$ cat config.mk
export PLATFORM = sky130hd
export DESIGN_NAME = erx_status_top
export DESIGN_NICKNAME = d
export VERILOG_FILES = /design/src/rtl/erx_pkg.sv /design/src/rtl/erx_byte_tracker.sv /design/src/rtl/erx_ring_watch.sv /design/src/rtl/erx_status_reg.sv /design/src/rtl/erx_status_top.sv
export SDC_FILE = /design/constraint.sdc
export NUM_CORES = 1
export LEC_CHECK = 0
export BUFFER_PORTS_ARGS = -buffer_cell sky130_fd_sc_hd__buf_2
export CORE_ASPECT_RATIO = 0.8
export CORE_UTILIZATION = 39
export CTS_BUF_LIST = sky130_fd_sc_hd__clkbuf_2
export DETAILED_ROUTE_END_ITERATION = 6
export PLACE_DENSITY = 0.79
export SYNTH_ARGS = -nofsm -noshare
export SYNTH_HDL_FRONTEND = slang
export SYNTH_SLANG_ARGS = --single-unit
$ cat constraint.sdc
create_clock -name clk -period 6.83 [get_ports clk]
set_clock_uncertainty 0.2 [all_clocks]
set_input_delay 0 -clock clk [delete_from_list [all_inputs] [get_ports clk]]
set_output_delay 0 -clock clk [all_outputs]
set_load 0.005 [all_outputs]
$ cat src/rtl/erx_pkg.sv
package erx_pkg;
    localparam int STAT_W   = 8;
    localparam int FLAG_N   = 4;
    localparam int B_EARLY  = 0;
    localparam int B_OVW    = 1;
    localparam int B_BAD    = 2;
    localparam int B_GOOD   = 3;

    // Flag set ordered so that the packed layout matches status bits 3..0.
    typedef struct packed {
        logic good;
        logic bad;
        logic ovw;
        logic early;
    } erx_flags_t;

    // Hardware events that can set a flag in a given cycle.
    typedef struct packed {
        logic done;
        logic good;
        logic early;
        logic ovw;
    } erx_evt_t;

    function automatic erx_flags_t clr_mask(input logic wr, input logic [FLAG_N-1:0] d);
        erx_flags_t m;
        m = wr ? erx_flags_t'(d) : erx_flags_t'('0);
        return m;
    endfunction

    function automatic logic [STAT_W-1:0] pack_status(input erx_flags_t f);
        logic [STAT_W-1:0] s;
        s = '0;
        s[FLAG_N-1:0] = f;
        return s;
    endfunction
endpackage

$ cat src/rtl/erx_byte_tracker.sv
module erx_byte_tracker #(
    parameter int CNT_W = 16
) (
    input  logic             clk,
    input  logic             rst,
    input  logic             frm_start,
    input  logic             byte_vld,
    input  logic             frm_done,
    input  logic [CNT_W-1:0] rx_thresh,
    output logic             early_evt
);
    localparam logic [CNT_W-1:0] CNT_MAX = {CNT_W{1'b1}};

    logic [CNT_W-1:0] cnt_q, cnt_base, cnt_n;
    logic             active_q, fired_q;
    logic             fired_eff, active_eff;

    always_comb begin
        cnt_base   = frm_start ? '0 : cnt_q;
        fired_eff  = frm_start ? 1'b0 : fired_q;
        active_eff = frm_start | active_q;
        if (byte_vld && cnt_base != CNT_MAX)
            cnt_n = cnt_base + 1'b1;
        else
            cnt_n = cnt_base;
        early_evt = active_eff & ~fired_eff & ~frm_done & (cnt_n > rx_thresh);
    end

    always_ff @(posedge clk) begin
        if (rst) begin
            cnt_q    <= '0;
            active_q <= 1'b0;
            fired_q  <= 1'b0;
        end else begin
            cnt_q    <= cnt_n;
            active_q <= active_eff & ~frm_done;
            fired_q  <= fired_eff | early_evt;
        end
    end
endmodule

$ cat src/rtl/erx_ring_watch.sv
module erx_ring_watch #(
    parameter int PTR_W = 16
) (
    input  logic             ptr_upd,
    input  logic [PTR_W-1:0] hw_wptr,
    input  logic [PTR_W-1:0] sw_rptr,
    output logic             ovw_evt
);
    always_comb ovw_evt = ptr_upd && (hw_wptr == sw_rptr);
endmodule

$ cat src/rtl/erx_status_reg.sv
module erx_status_reg
    import erx_pkg::*;
(
    input  logic              clk,
    input  logic              rst,
    input  erx_evt_t          evt,
    input  logic              csr_wr,
    input  logic [FLAG_N-1:0] csr_wdata,
    output logic [STAT_W-1:0] status,
    output logic              rok_irq,
    output logic              cmpl_ok,
    output logic              cmpl_err
);
    erx_flags_t flags_q, flags_n, clr;

    always_comb begin
        clr = clr_mask(csr_wr, csr_wdata);
        flags_n.good = (evt.done & evt.good)  | (flags_q.good & ~clr.good);
        flags_n.bad  = (evt.done & ~evt.good) | (flags_q.bad  & ~clr.bad);
        flags_n.ovw  = evt.ovw                | (flags_q.ovw  & ~clr.ovw);
        if (evt.early)
            flags_n.early = 1'b1;
        else if (evt.done)
            flags_n.early = 1'b0;
        else
            flags_n.early = flags_q.early & ~clr.early;
    end

    always_ff @(posedge clk) begin
        if (rst) begin
            flags_q  <= '0;
            rok_irq  <= 1'b0;
            cmpl_ok  <= 1'b0;
            cmpl_err <= 1'b0;
        end else begin
            flags_q  <= flags_n;
            rok_irq  <= evt.early & ~flags_q.early;
            cmpl_ok  <= evt.done & evt.good;
            cmpl_err <= evt.done & ~evt.good;
        end
    end

    always_comb status = pack_status(flags_q);
endmodule

$ cat src/rtl/erx_status_top.sv
module erx_status_top
    import erx_pkg::*;
#(
    parameter int CNT_W = 16,
    parameter int PTR_W = 16
) (
    input  logic              clk,
    input  logic              rst,
    input  logic              frm_start,
    input  logic              byte_vld,
    input  logic [CNT_W-1:0]  rx_thresh,
    input  logic              frm_done,
    input  logic              frm_good,
    input  logic              ptr_upd,
    input  logic [PTR_W-1:0]  hw_wptr,
    input  logic [PTR_W-1:0]  sw_rptr,
    input  logic              csr_wr,
    input  logic [STAT_W-1:0] csr_wdata,
    output logic [STAT_W-1:0] status,
    output logic              rok_irq,
    output logic              cmpl_ok,
    output logic              cmpl_err
);
    logic     early_evt, ovw_evt;
    erx_evt_t evt;
    logic     unused_hi;

    assign unused_hi = ^csr_wdata[STAT_W-1:FLAG_N];

    erx_byte_tracker #(.CNT_W(CNT_W)) trk_i (
        .clk(clk), .rst(rst), .frm_start(frm_start), .byte_vld(byte_vld),
        .frm_done(frm_done), .rx_thresh(rx_thresh), .early_evt(early_evt)
    );

    erx_ring_watch #(.PTR_W(PTR_W)) ring_i (
        .ptr_upd(ptr_upd), .hw_wptr(hw_wptr), .sw_rptr(sw_rptr), .ovw_evt(ovw_evt)
    );

    always_comb begin
        evt.done  = frm_done;
        evt.good  = frm_good;
        evt.early = early_evt;
        evt.ovw   = ovw_evt;
    end

    erx_status_reg reg_i (
        .clk(clk), .rst(rst), .evt(evt), .csr_wr(csr_wr),
        .csr_wdata(csr_wdata[FLAG_N-1:0]), .status(status),
        .rok_irq(rok_irq), .cmpl_ok(cmpl_ok), .cmpl_err(cmpl_err)
    );
endmodule

# --- Yosys cells after proc, flatten, opt, wreduce, memory -nomap -nowiden ---
# Index checks and enable logic that the tools add are counted.
# Widths: inputs -> output; s select.
word_totals:
  register_bits: 25
op_classes:
  addsub: 1
  magnitude_cmp: 1
  n_eq_ne: 2
  mux: 6
  n_bitwise: 24
  reduce_logical: 2
op_table:
  columns: ["cell", "n"]
  rows:
  - ["$mux 16", 2]
  - ["$add 16x1->16 const B", 1]
  - ["$eq 16x16->1", 1]
  - ["$gt 16x16->1", 1]
  - ["$ne 16x16->1 const B", 1]
  - ["$and 1x1->1", 11]
  - ["$not 1->1", 8]
  - ["$or 1x1->1", 5]
  - ["$mux 4", 1]
  - ["$mux 1", 3]
  - ["$logic_and 1x1->1", 2]

# --- Logic depth before layout (Yosys ltp) ---
# Gate-level depths: netlist of run 1.
depth:
  depth_word: 7
  ltp_mapped: 14
  mapped_depth_nobuf: 13

# --- Hierarchy ---
# A second synthesis of run 1 with hierarchy kept.
hier_totals:
  cells_unflattened: 232
  area_unflattened_um2: 1968.1
by_module_without_submodules:
  columns: ["module", "n_inst", "cells_per_inst", "area_each_um2", "seq_area_each_um2"]
  rows:
  - ["erx_byte_tracker", 1, 182, 1531.5, 360.3]
  - ["erx_status_reg", 1, 28, 255.2, 140.1]
  - ["erx_ring_watch", 1, 22, 181.4, 0.0]

# --- Worst setup path before layout of run 1 ---
# No wires, ideal clock.
synth_path:
  path_kind: "flip-flop to flip-flop"
  start: "register trk_i.cnt_q[0]"
  end: "register trk_i.fired_q"
  t_arrival_ns: 2.798
  t_required_ns: 6.485
  setup_slack_ns: 3.686
  stages_incl_launch_ff: 12
  path_buffers: 0
  cell_sequence: "dfxtp_1 > nor2b_1 > ha_1 > inv_1 > o41ai_4 > mux2_4 > ha_1 > nor2b_1 > o211ai_1 > a21boi_0 > o41ai_1 > o21ai_0"
synth_via:
  elab_chain_len: 7
  elab_cells_between_ends: 8
  classes_between: "1 x add/sub; 1 x order compare; 1 x eq/ne; 2 x mux; 2 x bitwise; 1 x reduce/logical"
synth_rtl:
  columns: ["item", "line", "source"]
  rows:
  - ["from (decl)", "erx_byte_tracker.sv:14", "logic [CNT_W-1:0] cnt_q, cnt_base, cnt_n;"]
  - ["from (signal assigned)", "erx_byte_tracker.sv:35", "cnt_q <= cnt_n;"]
  - ["$mux 16 (*)", "erx_byte_tracker.sv:19", "cnt_base = frm_start ? '0 : cnt_q;"]
  - ["parallel branches: the longest is 2 deep, another holds $add 16x1->16", null, null]
  - ["$mux 16 (*)", "erx_byte_tracker.sv:22", "if (byte_vld && cnt_base != CNT_MAX)"]
  - ["via trk_i.cnt_n[1]", "erx_byte_tracker.sv:14", null]
  - ["$gt 16x16->1 (*)", "erx_byte_tracker.sv:26", "early_evt = active_eff & ~fired_eff & ~frm_done & (cnt_n > rx_thresh);"]
  - ["$and 1x1->1 (*)", "erx_byte_tracker.sv:26", null]
  - ["$or 1x1->1 (*)", "erx_byte_tracker.sv:37", "fired_q <= fired_eff | early_evt;"]
  - ["to (signal assigned)", "erx_byte_tracker.sv:37", null]
  - ["to (decl)", "erx_byte_tracker.sv:15", "logic active_q, fired_q;"]
# Mark *: on every way through the listed nets, which the timed path passes.
# A chain may end at the register's enable or synchronous reset.

# --- Worst setup path after layout of run 1 ---
layout_path:
  start: "register trk_i.cnt_q[0]"
  end: "register reg_i.flags_q, in the netlist reg_i.status[0]"
layout_via:
  elab_chain_len: 7
  elab_cells_between_ends: 8
  classes_between: "1 x add/sub; 1 x order compare; 1 x eq/ne; 3 x mux; 1 x bitwise; 1 x reduce/logical"
layout_rtl:
  columns: ["item", "line", "source"]
  rows:
  - ["$mux 16 (*)", "erx_byte_tracker.sv:19", null]
  - ["parallel branches: the longest is 2 deep, another holds $add 16x1->16", null, null]
  - ["$mux 16 (*)", "erx_byte_tracker.sv:22", null]
  - ["via trk_i.cnt_n[14]", "erx_byte_tracker.sv:14", null]
  - ["$gt 16x16->1 (*)", "erx_byte_tracker.sv:26", null]
  - ["$and 1x1->1 (*)", "erx_byte_tracker.sv:26", null]
  - ["$mux 1 (*)", "erx_status_reg.sv:21", "if (evt.early)"]
  - ["to (signal assigned)", "erx_status_reg.sv:36", "flags_q <= flags_n;"]
  - ["to (decl)", "erx_status_reg.sv:14", "erx_flags_t flags_q, flags_n, clr;"]
# Marks and branches as above.

==> metrics.txt, run 1 <==
area delta synth->final 31.0%; floorplan core area ~0.0046 sq mm; fraction of final layout cells sized beyond drive strength 1 a little over a quarter; Synth Warn # 0; setup slack of the critical path after layout 2670 ps; Pre-Repair DR Iteration Count 5; final WL around 4400 um; fin. max-slew vios 0; area share of fa/ha/maj cells after synthesis 11.5%; count of boundary I/O pins between 70 and 80; number of nets in the layout a little under 400; global route overflow 0; global-route wire length before repair approximately 7500 um; cts repair resizes 0; most common cell after layout, fill and taps aside sky130_fd_sc_hd__buf_2; GRT Overall Usage 18.7%; mux cell area share after synthesis 1.35%; effective utilization at floorplan 40.6%; number of global-route vias before repair 1710; worst slack at placement approximately 3200 ps; Max Clk Rate 240 MHz; type of the worst setup path register to register; required time of the critical path 6900 ps; share of synthesized cell area in and, or, nand and nor gates roughly 29%; remaining max-slew budget at the tightest pin a little over three fifths; kind of start point of the critical path register; path category of the worst min-delay check input port to register; Detailed Route Iter0 Violations 99; sequential share of the synthesized area 27.0%; slew at the pin closest to its max-slew limit ~550 ps; maximum count of clock buffers along a single path 2; status completed; cell row count 22; post-CTS setup-driven buffer insertion count 0; final worst path period share between 60% and 70%; setup repair after global routing missed its margin false; Placer Congestion 0.852; Min Hold Slack ~56 ps; antenna diode count 0; sum of negative setup slack 0 ps; post-layout util 53.2%; signal arrival time at the worst endpoint 4230 ps; vertical extent of the die 63.7 um; highest-count cells in the layout ignoring fill and taps 66 x sky130_fd_sc_hd__buf_2, 25 x sky130_fd_sc_hd__nor2_1, 25 x sky130_fd_sc_hd__dfxtp_1; post-synthesis compound-gate area fraction approximately an eighth; H-tree level count 1; initial antenna violation count 0; post-synthesis xor/xnor area fraction a little over an eighth; clock net sink count 25; count of port buffers added during placement 66; Fin. Hold Viols 0; distinct cell type count after synthesis 42; cts hold-fix bufs 18; clock root buffer sky130_fd_sc_hd__clkbuf_2; number of maximum-capacitance violations 0; largest family of logic cells by synthesized area simple AND/OR/NAND/NOR gates; power per standard cell area around 110 mW/mm^2; endpoint type of the worst setup path register; Synth Cell Area 0.00185 sq mm; number of buffers created by CTS 3; maximum number of pins on one net before global-route repair 24; fraction of registers with async set/reset 0%; worst-path fanout max 7; latest clock arrival within the worst-skew pair 370 ps; Worst IR Drop VDD just over 80 uV; total half-perimeter wirelength after legalization and detailed placement 3340 um; post-synthesis cell count 222; Post-DRT Antenna Nets 0; EDFF count, synth 0; number of vias in the routed layout about 1800; Period minus WS final between 4000 and 5000 ps; number of fill cells around 440; clock-pin slew of the registers on the worst-case setup and hold paths between 200 and 250 ps; leakage power total 1.25 nW; final number of setup-violating endpoints 0; clock tree from TritonCTS done; horizontal extent of the die 79.1 um; routed wire length per instance around 12 um; mean number of vias per cell roughly 5; number of synthesized register bits 25; die area roughly 0.0050 sq mm; main flop type after synthesis sky130_fd_sc_hd__dfxtp_1; # DRC 0; per-instance average area after synthesis 8.35 sq um
-- power by group --
group | switching (mW) | internal [mW] | total, mW | leakage (nW)
sequential | 0.000962 | 0.149 | 0.150 | 0.203
clock | 0.0458 | 0.0133 | 0.0591 | 0.0164
combinational | 0.0258 | 0.0309 | 0.0567 | 1.03
-- metal layers --
| metal | wire length [um] | vias up | part of all wire [%] | GRT usage, % |
|---|---|---|---|---|
| met3 | 294 | 5 | 6.6 | 4.20 |
| met5 | 0 | - | 0 | 0 |
| met1 | 1890 | 825 | 43 | 22.9 |
| met4 | 27 | 0 | 0.61 | 3.41 |
| met2 | 2230 | 66 | 50 | 33.2 |
| li1 | - | 934 | - | - |
-- synth_stat cells, drive strengths merged, types with 3 or more instances --
| cell type | instances | area, sq um |
|---|---|---|
| a21oi | 9 | 45.0 |
| and2 | 6 | 37.5 |
| and3 | 6 | 47.5 |
| and4 | 4 | 35.0 |
| buf | 4 | 30.0 |
| clkbuf | 3 | 11.3 |
| dfxtp | 25 | 500 |
| ha | 17 | 213 |
| inv | 19 | 71.3 |
| nand2 | 14 | 52.6 |
| nand3 | 8 | 40.0 |
| nand4 | 9 | 71.3 |
| nor2 | 25 | 93.8 |
| nor2b | 6 | 47.5 |
| nor3 | 4 | 20.0 |
| nor4 | 4 | 25.0 |
| o21ai | 6 | 30.0 |
| o41ai | 3 | 45.1 |
| xnor2 | 6 | 52.6 |
| xor2 | 22 | 193 |
-- cell type report --
class	instances	area, sq um	area share, %
clock buffers	3	15.0	0.618
clock inverters	1	5.00	0.206
inverters	19	71.3	2.94
multi-input cells	174	1250	51.5
flip-flops and latches	25	500	20.6
well taps	60	75.1	3.09
repair buffers	84	510	21.0
-- per-stage QoR --
stage               cell area (sq um)  power [mW]  cells
floorplan                        1870       0.177    225
global placement                 2230       0.200    344
detailed placement               2230       0.202    344
CTS                              2430       0.268    366
global route                     2430       0.282    366
finish                           2430       0.265    366
-- logic make-up (layout without fill, tap and decap cells) --
| kind of cell | after synthesis | after routing |
|---|---|---|
| compound gates | 31 | 31 |
| xor+xnor | 28 | 28 |
| fa+ha+maj | 17 | 17 |
| buf+inv | 26 | 107 |
| flops | 25 | 25 |
| mux | 2 | 2 |
| other cells | 1 | 4 |
| simple gates | 92 | 92 |
-- worst max-delay path: stages (launching register included) --
cell and delay, ps:
sky130_fd_sc_hd__dfxtp_1 390, sky130_fd_sc_hd__nor2b_1 200, sky130_fd_sc_hd__ha_1 340, sky130_fd_sc_hd__nand2_1 110, sky130_fd_sc_hd__nor3_1 430, sky130_fd_sc_hd__nand4_1 190, sky130_fd_sc_hd__xor2_1 210, sky130_fd_sc_hd__nor2_1 60
sky130_fd_sc_hd__ha_1 310, sky130_fd_sc_hd__and4_1 220, sky130_fd_sc_hd__nand3_1 110, sky130_fd_sc_hd__o21ai_0 120, sky130_fd_sc_hd__o41ai_1 540, sky130_fd_sc_hd__nand2_1 90, sky130_fd_sc_hd__dlygate4sd3_1 570
-- registers in the layout, summed over array words and instances (netlist names) --
name and cells:
reg_i.cmpl_err 1, trk_i.fired_q 1, reg_i.cmpl_ok 1, trk_i.active_q 1, reg_i.rok_irq 1, trk_i.cnt_q 16
reg_i.status 4
-- path summary, 6_finish.rpt --
kind	startpoint	slack (ps)	depth (start not counted)	endpoint
worst max-delay path	trk_i.cnt_q[0]	2670	14	reg_i.status[0]
worst min-delay path	rx_thresh[14]	60	7	trk_i.fired_q
worst max register to register	trk_i.cnt_q[0]	2670	14	reg_i.status[0]
worst min register to register	reg_i.status[0]	280	1	reg_i.rok_irq
Note: power is estimated with default switching activity, not from simulation.
==> run 2, diff against run 1 <==
--- a/config.mk
+++ b/config.mk
@@ -5,12 +5,13 @@
 export SDC_FILE = /design/constraint.sdc
 export NUM_CORES = 1
 export LEC_CHECK = 0
+export ABC_AREA = 1
 export BUFFER_PORTS_ARGS = -buffer_cell sky130_fd_sc_hd__buf_2
 export CORE_ASPECT_RATIO = 0.8
 export CORE_UTILIZATION = 39
 export CTS_BUF_LIST = sky130_fd_sc_hd__clkbuf_2
 export DETAILED_ROUTE_END_ITERATION = 6
-export PLACE_DENSITY = 0.79
+export PLACE_DENSITY = 0.76
 export SYNTH_ARGS = -nofsm -noshare
 export SYNTH_HDL_FRONTEND = slang
 export SYNTH_SLANG_ARGS = --single-unit
==> constraint.sdc (replaced) <==
create_clock -name clk -period 4.29 [get_ports clk]
set_clock_uncertainty 0.2 [all_clocks]
set_input_delay 0 -clock clk [delete_from_list [all_inputs] [get_ports clk]]
set_output_delay 0 -clock clk [all_outputs]
set_load 0.005 [all_outputs]
==> run 2 against run 1 <==
Net effect: sequential power increased by 67%; combinational power increased to 2.7 times the previous value; setup slack got worse by 1800 ps; largest cell class unchanged; power increased by 92%; largest power group unchanged; highest routed layer unchanged; synthesized area increased by 23%; critical endpoint unchanged.
==> metrics.txt, run 2 <==
number of maximum-capacitance violations 0 (unchanged); leading cell type by number of instances after synthesis sky130_fd_sc_hd__nand2_1; final number of setup-violating endpoints 0 (unchanged); max FFs per register 16 (unchanged); routed wire length per instance 9.93 um (-18%); number of buffers created by CTS 3 (unchanged); post-synthesis compound-gate area fraction 6.62% (-5.5 points); effective utilization at floorplan 41.2% (+0.59 points); die area 0.00618 sq mm (+23%); number of buffers and inverters on the critical path 6 (+5); clock tree from TritonCTS done; fin. max-slew vios 0 (unchanged); fraction of registers with async set/reset 0% (unchanged); mean number of vias per cell 4.52 (-9.6%); global-route wire length before repair 9780 um (+31%); vertical extent of the die 70.5 um (+11%); worst-path fanout max 16 (+9); main flop type after synthesis sky130_fd_sc_hd__dfxtp_1; Synth Cell Area 0.00229 sq mm (+23%); area share of fa/ha/maj cells after synthesis 9.30% (-2.2 points); H-tree level count 1 (unchanged); Max Clk Rate approximately 290 MHz; number of global-route vias before repair 2420 (+42%); count of boundary I/O pins 75 (unchanged); per-instance average area after synthesis 5.86 sq um (-30%); area occupied by multi-input gates 0.00145 sq mm (+16%); setup slack of the critical path after layout 839 ps (-1830 ps); switching power summed over all nets 0.173 mW (+140%); share of synthesized cell area in and, or, nand and nor gates 42.6% (+14 points); clock net sink count 25 (unchanged); worst hold stages 7 (unchanged); status completed; mux cell area share after synthesis 0% (-1.3 points); setup repair after global routing missed its margin false; total half-perimeter wirelength after legalization and detailed placement 4330 um (+30%); type of the worst setup path input port to register; number of nets in the layout 551 (+42%); most common cell after layout, fill and taps aside sky130_fd_sc_hd__nand2_1; # DRC 0 (unchanged); largest area contributor in the synthesized netlist sky130_fd_sc_hd__dfxtp_1; number of fill cells 571 (+30%); combinational power share 29.8% (+8.4 points); Pre-Repair DR Iteration Count 6 (+1); endpoint type of the worst setup path register; Detailed Route Iter0 Violations 117 (+18%); worst-case reg-to-reg path depth 16 (+2); latest clock arrival within the worst-skew pair 380 ps (about the same); signal arrival time at the worst endpoint 3580 ps (-650 ps); Min Hold Slack 61.7 ps (+5.97 ps); maximum count of clock buffers along a single path 2 (unchanged); GRT Overall Usage 19.6% (+0.96 points); global route overflow 0 (unchanged); sum of negative setup slack 0 ps (unchanged); most common library cells after synthesis 131 x sky130_fd_sc_hd__nand2_1, 70 x sky130_fd_sc_hd__inv_1, 59 x sky130_fd_sc_hd__nor2_1, 25 x sky130_fd_sc_hd__dfxtp_1, 17 x sky130_fd_sc_hd__ha_1; area after detailed placement 0.00264 sq mm (+19%); Placer Congestion 0.880 (+3.4%); source of the worst register-to-register timing path trk_i.cnt_q[1]; Post-Layout Inst Area 0.00283 sq mm (+16%); cell repeated most along the worst path sky130_fd_sc_hd__nand2_1; internal power contribution 0.337 mW (+75%); Post-DRT Antenna Nets 0 (unchanged); cts repair resizes 0 (unchanged); post-synthesis xor/xnor area fraction 4.21% (-9.0 points); count of port buffers added during placement 66 (unchanged); number of vias in the routed layout 2473 (+35%); post-synthesis cell count 390 (+76%); final worst path period share between 80% and 90%; distinct cell type count after synthesis 30 (-29%); clock share of power 21.2% (-1.1 points); Sw Ratio 34.0% (+6.6 points); share of Yosys cell area claimed by the top area cell type 21.9% (-5.1 points); area delta synth->final 23.6%; initial antenna violation count 0 (unchanged); launch point of the worst hold path rx_thresh[0]; endpoint of the worst register-to-register path reg_i.status[0]; cell family with most CP delay buffers and inverters; cells taking the most area after synthesis sky130_fd_sc_hd__dfxtp_1 22%, sky130_fd_sc_hd__nand2_1 21%, sky130_fd_sc_hd__inv_1 11%, sky130_fd_sc_hd__nor2_1 9.7%, sky130_fd_sc_hd__ha_1 9.3%; required time of the critical path 4410 ps (-2490 ps); sequential share of the synthesized area 21.9% (-5.1 points); maximum number of pins on one net before global-route repair 23 (-4.2%); EDFF count, synth 0 (unchanged); cell with the largest stage delay on the worst path sky130_fd_sc_hd__dlygate4sd3_1; fraction of final layout cells sized beyond drive strength 1 18.8% (-7.7 points); horizontal extent of the die 87.6 um (+11%); critical path cell sequence dlygate4sd3_1, buf_2, inv_2, nand2_1, inv_1, ha_1, inv_1, nor2_4, nand2_4, o21ai_4, nand2_1, nand2_1, inv_1, ha_1, nand4_1, nor3_1, a31oi_1, nand2_1, nand2_1; hold worst-path end reg_i.rok_irq; power per standard cell area 180 mW/mm^2 (+65%); final WL 5430 um (+22%); total design power 0.510 mW (+92%); largest family of logic cells by synthesized area simple AND/OR/NAND/NOR gates; worst slack at placement 975 ps (-2250 ps); antenna diode count 0 (unchanged); Worst IR Drop VDD 173 uV (+110%); Synth Warn # 0 (unchanged); highest-count cells in the layout ignoring fill and taps 131 x sky130_fd_sc_hd__nand2_1, 70 x sky130_fd_sc_hd__inv_1, 66 x sky130_fd_sc_hd__buf_2; share of total power in sequential cells 49.1% (-7.2 points); register ranked first by flip-flop count trk_i.cnt_q; Worst path max stage delay 540 ps (-30 ps); sequential cell area in the final layout 500 sq um (unchanged); kind of start point of the critical path input port; floorplan core area 0.00556 sq mm (+22%); leakage power total 1.60 nW (+29%); path category of the worst min-delay check input port to register; cell row count 24 (+9.1%); clock root buffer sky130_fd_sc_hd__clkbuf_2; number of synthesized register bits 25 (unchanged); register-to-register path setup slack 1100 ps (-1570 ps); clock-pin slew of the registers on the worst-case setup and hold paths 270 ps (+50 ps); Period minus WS final between 3000 and 4000 ps; Fin. Hold Viols 0 (unchanged)
[run 2: repair_timing]
item	CTS	global route
hold buffers	16	0
endpoints found under the hold margin	25	0
setup buffers	0	0
[run 2: power groups by stage]
stage / sequential (mW) / combinational, mW / clock (mW)
final: 0.250 / 0.152 / 0.108
after floorplan: 0.253 / 0.0954 / 0
after detailed placement: 0.254 / 0.142 / 0
after global placement: 0.254 / 0.137 / 0
after CTS: 0.250 / 0.153 / 0.110
after global routing: 0.252 / 0.177 / 0.118
[run 2: area by class of cell]
class                           instances  area share [%]
Tap cell                               78            3.45
Clock buffer                            3           0.531
Inverter                               71            9.42
Timing Repair Buffer                   82            17.3
Multi-Input combinational cell        287            51.2
Clock inverter                          1           0.310
Sequential cell                        25            17.7
[run 2: worst min-delay path, delay by kind of cell]
family	cells	cell delay, ps
buffers and inverters	1	80
AND/OR/NAND/NOR	4	330
adder cells (fa/ha/maj)	1	130
AO/OA/AOI/OAI	1	100
[run 2: cells by family after synthesis]
| family | after synthesis |
|---|---|
| other | 1 |
| DFF | 25 |
| xor gates and xnor gates | 11 |
| adders and majority gates | 17 |
| buffers and inverters | 81 |
| AOI/OAI and AO/OA | 25 |
| and+or+nand+nor | 230 |
[run 2: per-stage QoR]
stage                     utilization [%]  cells
after floorplan                         -    393
after global placement               47.6    527
after detailed placement             47.6    527
after CTS                            50.9    547
after global routing                 50.9    547
final                                50.9    547
[run 2: worst max-delay path by stage]
stage,cells after the start,from,slack (ps),end
2_1_floorplan,17,trk_i.cnt_q[1],1620,reg_i.status[0]
6_report,19,frm_start,840,reg_i.status[0]
5_1_grt,20,frm_start,500,reg_i.rok_irq
3_3_place_gp,18,frm_start,1010,reg_i.status[0]
4_1_cts,19,frm_start,850,reg_i.status[0]
3_5_place_dp,18,frm_start,970,trk_i.fired_q
[run 2: layer usage]
metal  routed length [um]  vias up  GRT usage, %
li1                     -     1334             -
met1                 2570     1065          24.6
met2                 2570       70          35.4
met3                  277        4          3.66
met4                   12        0          2.37
met5                    0        -             0
